[src/rtl/ptd_pkg.sv]
package ptd_pkg;
   localparam int RATE_W = 7;
   localparam int SEL_W  = 3;
   localparam int MUL_W  = 4;
   localparam int DEC_MAX_PRESCALE = 200000;

   typedef struct packed {
      logic              dec;
      logic [RATE_W-1:0] rate;
   } ptd_cfg_t;

   function automatic int unsigned dec_prescale(input logic [SEL_W-1:0] sel);
      int unsigned v;
      case (sel)
         3'd0:    v = 1000;
         3'd1:    v = 2000;
         3'd2:    v = 5000;
         3'd3:    v = 10000;
         3'd4:    v = 20000;
         3'd5:    v = 50000;
         3'd6:    v = 100000;
         default: v = 200000;
      endcase
      return v;
   endfunction
endpackage

[src/rtl/ptd_rate_decode.sv]
module ptd_rate_decode #(
   parameter int PRE_W      = 18,
   parameter int BIN_EXP_LO = 10,
   parameter bit DEC_EN     = 1'b1
) (
   input  ptd_pkg::ptd_cfg_t           cfg,
   output logic [PRE_W-1:0]            pre_term,
   output logic [ptd_pkg::MUL_W-1:0]   mul_term,
   output logic                        off
);
   localparam int SEL_W = ptd_pkg::SEL_W;
   localparam int MUL_W = ptd_pkg::MUL_W;

   logic [SEL_W-1:0] sel;
   logic             use_dec;
   logic [PRE_W-1:0] bin_term;
   logic [PRE_W-1:0] dec_term;

   assign sel      = cfg.rate[MUL_W +: SEL_W];
   assign mul_term = cfg.rate[MUL_W-1:0];

   generate
      if (DEC_EN) begin : g_dec_mode
         assign use_dec  = cfg.dec;
         assign dec_term = PRE_W'(ptd_pkg::dec_prescale(sel) - 32'd1);
      end else begin : g_bin_only
         assign use_dec  = 1'b0;
         assign dec_term = '0;
      end
   endgenerate

   always_comb begin
      if (sel == '0) begin
         bin_term = '0;
      end else begin
         bin_term = (PRE_W'(1) << (BIN_EXP_LO - 1 + int'(sel))) - PRE_W'(1);
      end
   end

   assign pre_term = use_dec ? dec_term : bin_term;
   assign off      = !use_dec && (sel == '0);
endmodule

[src/rtl/ptd_prescale_cnt.sv]
module ptd_prescale_cnt #(
   parameter int PRE_W = 18
) (
   input  logic             clk,
   input  logic             rst,
   input  logic             restart,
   input  logic             run,
   input  logic [PRE_W-1:0] term,
   output logic [PRE_W-1:0] cnt,
   output logic             wrap
);
   logic at_term;

   assign at_term = (cnt == term);
   assign wrap    = run && at_term;

   always_ff @(posedge clk) begin
      if (rst || restart || !run) begin
         cnt <= '0;
      end else if (at_term) begin
         cnt <= '0;
      end else begin
         cnt <= cnt + PRE_W'(1);
      end
   end

   AST_PRE_IN_RANGE: assert property (@(posedge clk) disable iff (rst)
      run |-> (cnt <= term));
endmodule

[src/rtl/ptd_mult_cnt.sv]
module ptd_mult_cnt #(
   parameter int MUL_W = 4
) (
   input  logic             clk,
   input  logic             rst,
   input  logic             restart,
   input  logic             run,
   input  logic             step,
   input  logic [MUL_W-1:0] term,
   output logic [MUL_W-1:0] cnt,
   output logic             tick
);
   logic at_term;

   assign at_term = (cnt == term);
   assign tick    = run && step && at_term;

   always_ff @(posedge clk) begin
      if (rst || restart || !run) begin
         cnt <= '0;
      end else if (step) begin
         cnt <= at_term ? '0 : cnt + MUL_W'(1);
      end
   end

   AST_MUL_IN_RANGE: assert property (@(posedge clk) disable iff (rst)
      run |-> (cnt <= term));
   AST_MUL_HOLD: assert property (@(posedge clk) disable iff (rst)
      (run && !step && !restart) |=> $stable(cnt));
endmodule

[src/rtl/periodic_tick_divider.sv]
module periodic_tick_divider #(
   parameter int PRE_W      = 18,
   parameter int BIN_EXP_LO = 10,
   parameter bit DEC_EN     = 1'b1
) (
   input  logic       clk,
   input  logic       rst,
   input  logic       wr_en,
   input  logic       wr_dec,
   input  logic [6:0] wr_rate,
   input  logic       clr_wr,
   input  logic       clr_bit,
   input  logic       irq_en,
   output logic       flag,
   output logic       irq
);
   localparam int MUL_W   = ptd_pkg::MUL_W;
   localparam int BIN_TOP = BIN_EXP_LO + 6;

   generate
      if (PRE_W > 32 || PRE_W < BIN_TOP) begin : g_bad_pre_w
         $error("PRE_W must cover the largest binary prescale and fit 32 bits");
      end
      if (DEC_EN && ((64'd1 << PRE_W) <= 64'(ptd_pkg::DEC_MAX_PRESCALE))) begin : g_bad_dec_w
         $error("PRE_W too narrow for the decimal prescaler set");
      end
      if (BIN_EXP_LO < 1) begin : g_bad_exp
         $error("BIN_EXP_LO must be at least 1");
      end
   endgenerate

   ptd_pkg::ptd_cfg_t       cfg_q;
   logic [PRE_W-1:0]        pre_term;
   logic [MUL_W-1:0]        mul_term;
   logic                    off;
   logic                    run;
   logic [PRE_W-1:0]        pre_cnt;
   logic                    pre_wrap;
   logic [MUL_W-1:0]        mul_cnt;
   logic                    tick;
   logic                    clr_hit;

   always_ff @(posedge clk) begin
      if (rst) begin
         cfg_q <= '0;
      end else if (wr_en) begin
         cfg_q.dec  <= wr_dec;
         cfg_q.rate <= wr_rate;
      end
   end

   ptd_rate_decode #(
      .PRE_W(PRE_W), .BIN_EXP_LO(BIN_EXP_LO), .DEC_EN(DEC_EN)
   ) u_decode (
      .cfg(cfg_q), .pre_term(pre_term), .mul_term(mul_term), .off(off)
   );

   assign run = !off;

   ptd_prescale_cnt #(.PRE_W(PRE_W)) u_pre (
      .clk(clk), .rst(rst), .restart(wr_en), .run(run),
      .term(pre_term), .cnt(pre_cnt), .wrap(pre_wrap)
   );

   ptd_mult_cnt #(.MUL_W(MUL_W)) u_mul (
      .clk(clk), .rst(rst), .restart(wr_en), .run(run), .step(pre_wrap),
      .term(mul_term), .cnt(mul_cnt), .tick(tick)
   );

   assign clr_hit = clr_wr && clr_bit;

   always_ff @(posedge clk) begin
      if (rst) begin
         flag <= 1'b0;
      end else if (tick) begin
         flag <= 1'b1;
      end else if (clr_hit) begin
         flag <= 1'b0;
      end
   end

   assign irq = flag && irq_en;

   AST_WRITE_RESTART: assert property (@(posedge clk) disable iff (rst)
      wr_en |=> (pre_cnt == '0 && mul_cnt == '0));
   AST_OFF_HELD: assert property (@(posedge clk) disable iff (rst)
      off |-> (pre_cnt == '0 && mul_cnt == '0));
   AST_OFF_NO_FLAG: assert property (@(posedge clk) disable iff (rst)
      (off && !flag) |=> !flag);
   AST_FLAG_STICKY: assert property (@(posedge clk) disable iff (rst)
      (flag && !clr_hit) |=> flag);
   AST_FLAG_RISE_ON_TICK: assert property (@(posedge clk) disable iff (rst)
      $rose(flag) |-> $past(pre_wrap));
   AST_IRQ_NEEDS_EN: assert property (@(posedge clk) disable iff (rst)
      !irq_en |-> !irq);
endmodule

[config.mk]
export PLATFORM = sky130hd
export DESIGN_NAME = periodic_tick_divider
export DESIGN_NICKNAME = d
export VERILOG_FILES = /design/src/rtl/ptd_pkg.sv /design/src/rtl/ptd_rate_decode.sv /design/src/rtl/ptd_prescale_cnt.sv /design/src/rtl/ptd_mult_cnt.sv /design/src/rtl/periodic_tick_divider.sv
export SDC_FILE = /design/constraint.sdc
export NUM_CORES = 1
export LEC_CHECK = 0
export ABC_AREA = 1
export BUFFER_PORTS_ARGS = -buffer_cell sky130_fd_sc_hd__buf_2
export CORE_MARGIN = 2
export CORE_UTILIZATION = 66
export CTS_CLUSTER_SIZE = 40
export DETAILED_ROUTE_END_ITERATION = 8
export HOLD_SLACK_MARGIN = 0.03
export PLACE_DENSITY = 0.94
export SLEW_MARGIN = 20
export SYNTH_ARGS = -nofsm -noshare
export SYNTH_HDL_FRONTEND = slang
export SYNTH_SLANG_ARGS = --single-unit
[constraint.sdc]
create_clock -name clk -period 6.3 [get_ports clk]
set_clock_uncertainty 0.15 [all_clocks]
set_input_delay 1.89 -clock clk [delete_from_list [all_inputs] [get_ports clk]]
set_output_delay 1.89 -clock clk [all_outputs]
set_load 0.01 [all_outputs]
==> results of run 1 <==
[worst max-delay path, stage by stage]
cell and delay [ps]:
buf_2 100, nand2_1 50, inv_1 30, buf_2 120
[cells by family after synthesis]
logic type / count (synthesis)
buffers and inverters: 61
adders and majority gates: 11
AOI/OAI and AO/OA: 38
xor gates and xnor gates: 9
and+or+nand+nor: 266
DFF: 31
other: 1
[synth_stat cells (6+ instances only)]
master,number,area share (%)
ha_1,11,5.0
nand3_1,51,9.3
o21ai_0,11,2.0
dfxtp_1,31,23
nand2_2,6,1.4
xor2_1,8,2.6
nor2_2,6,1.4
nor2_1,36,4.9
nor3_1,6,1.1
nand2_1,119,16
inv_1,50,6.9
a21oi_1,12,2.2
nor2_4,8,3.3
nand4_1,9,2.1
[path summary, 6_finish.rpt]
path,slack [ps],to
worst max-delay path,2060,irq
worst min-delay path,330,flag$_SDFFE_PP0P_
worst max register to register,2560,u_pre.cnt[2]$_SDFF_PP0_
worst min register to register,330,flag$_SDFFE_PP0P_
[registers in the layout, summed over array words and instances, names as in the netlist]
register,cells
cfg_q,8
flag,1
u_mul.cnt,4
u_pre.cnt,18
[layer usage]
layer	vias to the layer above	track usage, %
met5	-	0
met3	10	5.43
met4	0	9.50
li1	1373	-
met1	1204	32.9
met2	91	52.3
[area by class of cell]
class,instances,area [sq um]
clock buffer,6,82.6
inverter,53,201
clock inverter,1,5.00
fill,317,1110
tap,50,62.6
timing repair buffer,15,75.1
multi-input combinational,325,1840
sequential,31,621
[where the power goes]
part / internal [mW] / leakage, nW / switching (mW) / total (mW)
logic: 0.0405 / 1.04 / 0.0843 / 0.125
clock network: 0.0855 / 0.0470 / 0.0727 / 0.158
registers: 0.200 / 0.252 / 0.00964 / 0.210
total: 0.326 / 1.34 / 0.167 / 0.493
==> key figures, run 1 <==
Routing
  • DRT Pass-1 Iters: 5
  • DR vias: ~2.7k
  • Met2 WL: 2880 um
  • WL final: a little under 6000 um
  • Top Metal Used: met4
  • Post-DRT Antenna Nets: 0
  • Number of DRC markers in iteration 0: ~260
  • DR WL/cell: 12.3 um
  • Post-route DRC: 0
  • Met1 wire length: 2590 um
  • Met3 WL: 353 um
  • Vias/cell: 5.57

Yosys
  • Ys Warns: 0
  • Synth Area in Compound Gates: 9.34%
  • Post-Syn Area: 0.00273 sq mm
  • Mean Syn Cell Area: 6.56 sq um
  • Syn_nets: ~440
  • Sequential cell area fraction in the yosys report: between 20% and 30%
  • Yosys reg bits: 31
  • Post-synth EDFFs: 0
  • Post-synthesis mux area share: 0%
  • Largest family of logic cells by synthesized area: simple AND/OR/NAND/NOR gates
  • Cell variety after synth: 39
  • Synth async-reset ratio: 0%
  • Post-synthesis adder-cell area fraction: 5.03%
  • Simple-gate share of the synthesized area: 49.8%
  • Mapped Cells: between 400 and 500
  • Post-Synth XOR/XNOR Area: 2.88%
  • Main flop type after synthesis: dfxtp_1

Place
  • I/O Buffers: 15
  • Setup WS pre-CTS: 2060 ps
  • Detailed-placement wirelength estimate: 4670 um
  • Placed cells: 474
  • Gpl congestion: 0.939
  • Placed inst area: ~0.0028 sq mm

Die
  • Core box area: 0.00400 sq mm
  • Die height: 68.4 um
  • Die width: 68.4 um
  • Rows: 23
  • Starting Density: 68.3%
  • Die area: 0.00467 sq mm
  • I/O Pins: 16

Outcome
  • Status: complete, no violations

Worst setup path
  • Critical path class: input port to output pin
  • Worst reg2reg path startpoint: cfg_q[4]$_SDFFE_PP0P_
  • CP arrival: approximately 2200 ps
  • Worst setup EP type: output pin
  • Worst Setup SP: irq_en
  • R2R cell count: 19
  • Critical path fanouts, max: 1
  • Crit start category: input port
  • Worst endpoint required time: 4260 ps

Timing
  • Fin crit period: 4240 ps
  • Total Neg Setup Slack: 0 ps
  • Post-route setup slack: 2060 ps
  • Max-slew violations: 0
  • FMAX: 236 MHz
  • Worst hold slack: approximately 330 ps
  • Final period utilization: around two thirds
  • Slew margin rel.: 52.3%
  • RSZ-0062 raised after global routing: false
  • Least-Margin Pin Slew: 709 ps
  • Endpoints failing setup: 0
  • Final hold violation count: 0

Final layout
  • Commonest non-fill, non-tap cells in the layout: nand2_1 (119), nand3_1 (51), inv_1 (50)
  • Ant. Diodes: 0
  • Commonest non-fill, non-tap cell in the layout: nand2_1
  • Fin area: 0.00289 sq mm
  • Syn-to-layout area delta: 5.54%
  • Share of layout cells above drive strength 1: between 15 and 20%
  • Layout Nets: 456
  • Final Util: 72.1%
  • Fin cells: a little under 500

Global route
  • First-pass GRT wire length: 10100 um
  • Tot GR Track Use: between 20% and 30%
  • Vias in the first global route: 2474
  • Overflow after GRT: 0
  • Initial antenna violation count: 0
  • Largest net degree at the start of global routing: 19

Clock tree
  • Setup Fix Bufs, Post-CTS: 0
  • CTS sink count: 31
  • Clock Tree Buf Depth: 2
  • Cts repair resizes: 0
  • Clock Latency Late Sink: 290 ps
  • CTS Buf Count: 5
  • Clk slew on worst S/H paths: 60 ps
  • CTS tree: yes
  • # hold bufs at CTS: 0
  • Clock tree root buffer cell: clkbuf_8
  • H-tree depth: 2

Power
  • PD cells: 171 mW/mm^2
  • Leak pwr: 1.34 nW
  • Total power: 493 uW
  • Worst VDD drop: 0.124 mV

Worst hold path
  • Hold crit path type: flop to flop
  • Hold wc startpoint: flag$_SDFFE_PP0P_
  • Hold Path Depth: 2

Run
  • MaxCap Viol Count: 0
Note: power is estimated with default switching activity, not from simulation.
==> inputs of run 2 (changes only) <==
--- a/config.mk
+++ b/config.mk
@@ -5,14 +5,14 @@
 export SDC_FILE = /design/constraint.sdc
 export NUM_CORES = 1
 export LEC_CHECK = 0
-export ABC_AREA = 1
+export ABC_AREA = 0
 export BUFFER_PORTS_ARGS = -buffer_cell sky130_fd_sc_hd__buf_2
 export CORE_MARGIN = 2
-export CORE_UTILIZATION = 66
+export CORE_UTILIZATION = 62
 export CTS_CLUSTER_SIZE = 40
 export DETAILED_ROUTE_END_ITERATION = 8
 export HOLD_SLACK_MARGIN = 0.03
-export PLACE_DENSITY = 0.94
+export PLACE_DENSITY = 0.9
 export SLEW_MARGIN = 20
 export SYNTH_ARGS = -nofsm -noshare
 export SYNTH_HDL_FRONTEND = slang
==> constraint.sdc (replaced) <==
create_clock -name clk -period 4.4 [get_ports clk]
set_clock_uncertainty 0.15 [all_clocks]
set_input_delay 1.32 -clock clk [delete_from_list [all_inputs] [get_ports clk]]
set_output_delay 1.32 -clock clk [all_outputs]
set_load 0.01 [all_outputs]
==> key figures, run 2 <==
Yosys
  • Mean Syn Cell Area: 7.89 sq um (was 6.56 sq um)
  • Synth async-reset ratio: 0% (unchanged)
  • Cell variety after synth: 70 (was 39)
  • Commonest cells post-synth: nor2_1 (32), dfxtp_1 (31), nand2_1 (23), nand3_1 (17), xnor2_1 (17) (was nand2_1 (119), nand3_1 (51), inv_1 (50), nor2_1 (36), dfxtp_1 (31))
  • Ys Warns: 0 (unchanged)
  • Mapped Cells: 365 (was 417)
  • Synth Area in Compound Gates: 23.8% (was 9.34%)
  • Post-Synth XOR/XNOR Area: 8.82% (was 2.88%)
  • Main flop type after synthesis: dfxtp_1 (unchanged)
  • Post-Syn Area: 0.00288 sq mm (was 0.00273 sq mm)
  • Post-synthesis adder-cell area fraction: 4.78% (was 5.03%)
  • Simple-gate share of the synthesized area: 29.3% (was 49.8%)
  • Syn_nets: 390 (was 442)
  • Sequential cell area fraction in the yosys report: 21.6% (was 22.7%)
  • Post-synth EDFFs: 0 (unchanged)
  • Synth area leader: dfxtp_1 (unchanged)
  • Most common cell in the netlist: nor2_1 (was nand2_1)
  • Largest family of logic cells by synthesized area: simple AND/OR/NAND/NOR gates (unchanged)
  • Synth top area cells: dfxtp_1 (22%), xnor2_1 (5.2%), ha_1 (4.8%) (was dfxtp_1 (23%), nand2_1 (16%), nand3_1 (9.3%))
  • Post-synthesis mux area share: 4.17% (was 0%)
  • Yosys reg bits: 31 (unchanged)
  • Synth top area share: 21.6% (was 22.7%)

Power
  • PD cells: 234 mW/mm^2 (was 171 mW/mm^2)
  • Leak pwr: 1.10 nW (was 1.34 nW)
  • Total power: 701 uW (was 493 uW)
  • Worst VDD drop: 0.228 mV (was 0.124 mV)

Worst setup path
  • Max incr delay on CP: 610 ps (was 120 ps)
  • CP arrival: 3960 ps (was 2200 ps)
  • Critical path class: flop to flop (was input port to output pin)
  • Worst endpoint required time: 4400 ps (was 4260 ps)
  • Crit start category: flop (was input port)
  • Worst setup EP type: flop (was output pin)
  • Critical path fanouts, max: 18 (was 1)
  • R2r setup slk: 450 ps (was 2560 ps)
  • Most used cell, CP: ha_1 (was buf_2)
  • Slowest cell on crit path: dfxtp_1 (was buf_2)
  • Worst-path cell chain: ha_1, inv_1, nand3_1, ha_1, nand2_1, o221ai_2, o211ai_1, nand4_1, nor4b_2, nand4_2, o21ai_4, nor2_1 (was buf_2, nand2_1, inv_1, buf_2)

Final layout
  • Commonest non-fill, non-tap cell in the layout: nor2_1 (was nand2_1)
  • Layout Nets: 393 (was 456)
  • Commonest non-fill, non-tap cells in the layout: nor2_1 (32), dfxtp_1 (31), nand2_1 (23) (was nand2_1 (119), nand3_1 (51), inv_1 (50))
  • Max FFs per register: 18 (unchanged)
  • Ant. Diodes: 0 (unchanged)
  • Reg with most FFs: u_pre.cnt (unchanged)
  • Syn-to-layout area delta: 4.30% (was 5.54%)
  • Share of layout cells above drive strength 1: 14.9% (was 15.5%)
  • Fill count: 361 (was 317)
  • Largest registers: u_pre.cnt x18, cfg_q x8, u_mul.cnt x4 (unchanged)
  • Fin cells: 421 (was 481)

Worst hold path
  • Hold crit path type: flop to flop (unchanged)

Routing
  • DRT Pass-1 Iters: 6 (was 5)
  • Post-route DRC: 0 (unchanged)
  • Number of DRC markers in iteration 0: 397 (was 262)
  • Post-DRT Antenna Nets: 0 (unchanged)
  • WL final: 7470 um (was 5910 um)
  • DR WL/cell: 17.7 um (was 12.3 um)
  • Vias/cell: 6.76 (was 5.57)
  • DR vias: 2845 (was 2678)

Clock tree
  • Cts repair resizes: 0 (unchanged)
  • Clock Tree Buf Depth: 2 (unchanged)
  • # hold bufs at CTS: 0 (unchanged)
  • CTS sink count: 31 (unchanged)
  • H-tree depth: 2 (unchanged)
  • Clock Latency Late Sink: 290 ps (about the same)
  • CTS tree: yes (unchanged)
  • Setup Fix Bufs, Post-CTS: 0 (unchanged)
  • Clk slew on worst S/H paths: 70 ps (was 60 ps)
  • CTS Buf Count: 5 (unchanged)
  • Clock tree root buffer cell: clkbuf_8 (unchanged)

Place
  • Gpl congestion: 0.989 (was 0.939)
  • I/O Buffers: 15 (unchanged)
  • Placed cells: 413 (was 474)
  • Setup WS pre-CTS: 533 ps (was 2060 ps)
  • Detailed-placement wirelength estimate: 5490 um (was 4670 um)

Timing
  • Max-slew violations: 0 (unchanged)
  • Endpoints failing setup: 0 (unchanged)
  • Total Neg Setup Slack: 0 ps (unchanged)
  • Slew margin rel.: 39.0% (was 52.3%)
  • Final hold violation count: 0 (unchanged)
  • Final period utilization: around 90%
  • Fin crit period: 3950 ps
  • FMAX: 253 MHz
  • RSZ-0062 raised after global routing: false (unchanged)
  • Post-route setup slack: 447 ps (was 2060 ps)
  • Least-Margin Pin Slew: 908 ps (was 709 ps)
  • Worst hold slack: 344 ps (was 335 ps)

Outcome
  • Status: complete, no violations (unchanged)

Die
  • I/O Pins: 16 (unchanged)
  • Core box area: 0.00441 sq mm (was 0.00400 sq mm)
  • Die area: 0.00520 sq mm (was 0.00467 sq mm)
  • Die width: 72.1 um (was 68.4 um)
  • Starting Density: 65.2% (was 68.3%)
  • Die height: 72.1 um (was 68.4 um)
  • Rows: 24 (was 23)

Global route
  • Tot GR Track Use: 30.2% (was 28.5%)
  • First-pass GRT wire length: 12400 um (was 10100 um)
  • Largest net degree at the start of global routing: 35 (was 19)
  • Overflow after GRT: 0 (unchanged)
  • Initial antenna violation count: 0 (unchanged)
  • Vias in the first global route: 2581 (was 2474)

Run
  • MaxCap Viol Count: 0 (unchanged)
[run 2: cell count changes after synthesis, sizes merged, moves of 6 or more]
cell,delta
a211oi,+6
a21oi,-8
and3,+8
buf,+11
clkbuf,+8
inv,-39
mux2i,+12
nand2,-108
nand3,-38
nor2,-11
nor2b,+8
o21a,+6
or3,+8
xnor2,+16
[run 2: cell families (layout without fill, tap and decap cells)]
kind of cell / Yosys count / count (layout)
compound gates: 88 / 88
fa+ha+maj: 11 / 11
simple gates: 152 / 152
buf+inv: 41 / 45
mux: 12 / 12
other cells: 1 / 1
flops: 31 / 31
xor+xnor: 29 / 29
[run 2: layout make-up]
cell class / instances / area, sq um / share of cell area (%)
Tap cell: 52 / 65.1 / 2.17
Inverter: 14 / 52.6 / 1.75
Clock inverter: 2 / 12.5 / 0.417
Multi-Input combinational cell: 293 / 2040 / 68.1
Timing Repair Buffer: 23 / 135 / 4.50
Clock buffer: 6 / 72.6 / 2.42
Sequential cell: 31 / 621 / 20.7
[run 2: power breakdown]
group / switching [mW] / leakage (nW) / internal [mW]
Combinational: 0.116 / 0.803 / 0.0727
Sequential: 0.00556 / 0.251 / 0.286
Clock: 0.111 / 0.0412 / 0.110
[run 2: final timing paths]
path                          from                 endpoint  depth (start not counted)
max          cfg_q[6]$_SDFFE_PP0P_  u_pre.cnt[2]$_SDFF_PP0_                         12
min              flag$_SDFFE_PP0P_        flag$_SDFFE_PP0P_                          2
max reg2reg  cfg_q[6]$_SDFFE_PP0P_  u_pre.cnt[2]$_SDFF_PP0_                         12
min reg2reg      flag$_SDFFE_PP0P_        flag$_SDFFE_PP0P_                          2
[run 2: worst max-delay path: cells and delay by family (launching register included)]
kind | cells | cell delay (ps)
AO/OA/AOI/OAI | 3 | 1300
AND/OR/NAND/NOR | 6 | 1060
flip-flops | 1 | 610
adder cells (fa/ha/maj) | 2 | 590
buffers and inverters | 1 | 100
[run 2: metrics by stage]
step / instance area, sq um / util, %
6_report: 3000 / 68.0
5_1_grt: 3000 / 68.0
4_1_cts: 3000 / 68.0
3_5_place_dp: 2920 / 66.1
3_3_place_gp: 2920 / 66.1
2_1_floorplan: 2880 / -
[run 2: routing by layer]
metal,track usage [%],wire (um),vias to the layer above
met2,47.9,3540,152
met3,7.22,609,24
met4,9.43,170,0
met5,0,0,-
li1,-,-,1342
met1,40.7,3150,1327
==> inputs of run 3 (changes only) <==
==> constraint.sdc (replaced) <==
create_clock -name clk -period 4.4 [get_ports clk]
set_clock_uncertainty 0.15 [all_clocks]
set_input_delay 1.32 -clock clk [delete_from_list [all_inputs] [get_ports clk]]
set_output_delay 1.32 -clock clk [all_outputs]
set_load 0.1 [all_outputs]
==> key figures, run 3 (synthesized netlist as in run 2, its figures left out) <==
Run
  • MaxCap Viol Count: 0 (unchanged)

Routing
  • DR WL/cell: 17.6 um (was 17.7 um)
  • Post-route DRC: 0 (unchanged)
  • DRT Pass-1 Iters: 5 (was 6)
  • Post-DRT Antenna Nets: 0 (unchanged)
  • Vias/cell: 6.62 (was 6.76)
  • Number of DRC markers in iteration 0: 407 (was 397)
  • WL final: 7420 um (was 7470 um)
  • DR vias: 2789 (was 2845)

Clock tree
  • CTS sink count: 31 (unchanged)
  • Clock Latency Late Sink: 280 ps (was 290 ps)
  • Clk slew on worst S/H paths: 60 ps (was 70 ps)
  • # hold bufs at CTS: 0 (unchanged)
  • Clock tree root buffer cell: clkbuf_8 (unchanged)
  • Cts repair resizes: 0 (unchanged)
  • H-tree depth: 2 (unchanged)
  • CTS Buf Count: 5 (unchanged)
  • Setup Fix Bufs, Post-CTS: 0 (unchanged)
  • CTS tree: yes (unchanged)
  • Clock Tree Buf Depth: 2 (unchanged)

Final layout
  • Reg with most FFs: u_pre.cnt (unchanged)
  • Largest registers: u_pre.cnt x18, cfg_q x8, u_mul.cnt x4 (unchanged)
  • Commonest non-fill, non-tap cell in the layout: nor2_1 (unchanged)
  • Share of layout cells above drive strength 1: 14.9% (unchanged)
  • Commonest non-fill, non-tap cells in the layout: nor2_1 (32), dfxtp_1 (31), nand2_1 (23) (unchanged)
  • Max FFs per register: 18 (unchanged)
  • Layout Nets: 393 (unchanged)
  • Syn-to-layout area delta: 4.74% (was 4.30%)
  • Ant. Diodes: 0 (unchanged)

Place
  • Gpl congestion: 0.966 (was 0.989)
  • I/O Buffers: 15 (unchanged)
  • Detailed-placement wirelength estimate: 5380 um (was 5490 um)
  • Setup WS pre-CTS: 354 ps (was 533 ps)

Die
  • I/O Pins: 16 (unchanged)
  • Core box area: 0.00441 sq mm (unchanged)
  • Starting Density: 65.2% (unchanged)
  • Die width: 72.1 um (unchanged)
  • Die area: 0.00520 sq mm (unchanged)
  • Die height: 72.1 um (unchanged)
  • Rows: 24 (unchanged)

Worst setup path
  • CP arrival: 4050 ps (was 3960 ps)
  • Max incr delay on CP: 680 ps (was 610 ps)
  • Slowest cell on crit path: dfxtp_1 (unchanged)
  • Worst-path cell chain: ha_1, nor2_1, a2111oi_0, nor4b_1, or4_1, nor4_2, nand4_2, nor3_2, mux2i_1 (was ha_1, inv_1, nand3_1, ha_1, nand2_1, o221ai_2, o211ai_1, nand4_1, nor4b_2, nand4_2, o21ai_4, nor2_1)
  • Worst setup EP type: flop (unchanged)
  • Worst endpoint required time: 4470 ps (was 4400 ps)
  • Crit start category: flop (unchanged)
  • Critical path class: flop to flop (unchanged)
  • Critical path fanouts, max: 15 (was 18)

Timing
  • RSZ-0062 raised after global routing: false (unchanged)
  • FMAX: 251 MHz (was 253 MHz)
  • Fin crit period: 3980 ps (was 3950 ps)
  • Total Neg Setup Slack: 0 ps (unchanged)
  • Final hold violation count: 0 (unchanged)
  • Slew margin rel.: 38.8% (was 39.0%)
  • Least-Margin Pin Slew: 910 ps (was 908 ps)
  • Final period utilization: 90.5% (was 89.9%)
  • Max-slew violations: 0 (unchanged)
  • Post-route setup slack: 417 ps (was 447 ps)
  • Endpoints failing setup: 0 (unchanged)

Global route
  • Tot GR Track Use: 29.8% (was 30.2%)
  • Met2 usage: 46.6% (was 47.9%)
  • Overflow after GRT: 0 (unchanged)
  • First-pass GRT wire length: 12200 um (was 12400 um)
  • GR Util met3: 7.50% (was 7.22%)
  • Initial antenna violation count: 0 (unchanged)
  • GR peak layer: met2 (unchanged)
  • Largest net degree at the start of global routing: 35 (unchanged)
  • Vias in the first global route: 2560 (was 2581)
  • GRT met1 Usage: 38.6% (was 40.7%)

Worst hold path
  • Hold crit path type: flop to flop (unchanged)

Power
  • Leak pwr: 1.10 nW (about the same)
  • Worst VDD drop: 0.236 mV (was 0.228 mV)
  • PD cells: 231 mW/mm^2 (was 234 mW/mm^2)

Outcome
  • Status: complete, no violations (unchanged)
run 3: cell count changes in the layout (fill, tap and decap cells not counted):
cell	before	now
buf_12	0	1
buf_4	8	7
run 3: per-layer routing:
metal | up-vias | wire length (um)
met1 | 1255 | 3100
met4 | 0 | 316
met2 | 148 | 3320
met5 | - | 0
met3 | 39 | 679
li1 | 1347 | -
run 3: path summary, 6_finish.rpt:
| kind | startpoint | end | slack (ps) | cells past startpoint |
|---|---|---|---|---|
| worst min-delay path | flag$_SDFFE_PP0P_ | flag$_SDFFE_PP0P_ | 320 | 2 |
| worst max register to register | cfg_q[6]$_SDFFE_PP0P_ | u_mul.cnt[0]$_SDFFE_PP0P_ | 420 | 9 |
| worst min register to register | flag$_SDFFE_PP0P_ | flag$_SDFFE_PP0P_ | 320 | 2 |
| worst max-delay path | cfg_q[6]$_SDFFE_PP0P_ | u_mul.cnt[0]$_SDFFE_PP0P_ | 420 | 9 |
run 3: layout make-up:
class | instances | area (sq um)
multi-input combinational | 293 | 2040
fill | 336 | 1400
timing repair buffer | 23 | 148
sequential | 31 | 621
tap | 52 | 65.1
clock buffer | 6 | 72.6
clock inverter | 2 | 12.5
inverter | 14 | 52.6
run 3: report_power, final:
group          switching [mW]  internal [mW]
combinational           0.113         0.0747
sequential            0.00921          0.286
clock                   0.105          0.110
run 3: stage by stage:
stage / utilization (%) / area [sq um] / power (mW) / hold WS [ps] / cells
4_1_cts: 67.9 / 3000 / 0.693 / 320 / 420
3_3_place_gp: 65.9 / 2910 / 0.477 / 312 / 412
3_5_place_dp: 65.9 / 2910 / 0.480 / 312 / 412
5_1_grt: 68.3 / 3020 / 0.727 / 354 / 421
6_report: 68.3 / 3020 / 0.698 / 318 / 421
2_1_floorplan: - / 2880 / 0.446 / 307 / 365
run 3: critical path: cells and delay by family, from the launching register on:
kind / cells / cell delay [ps]
AO/OA/AOI/OAI: 1 / 500
flip-flops: 1 / 680
AND/OR/NAND/NOR: 6 / 1820
adder cells (fa/ha/maj): 1 / 550
multiplexers: 1 / 210
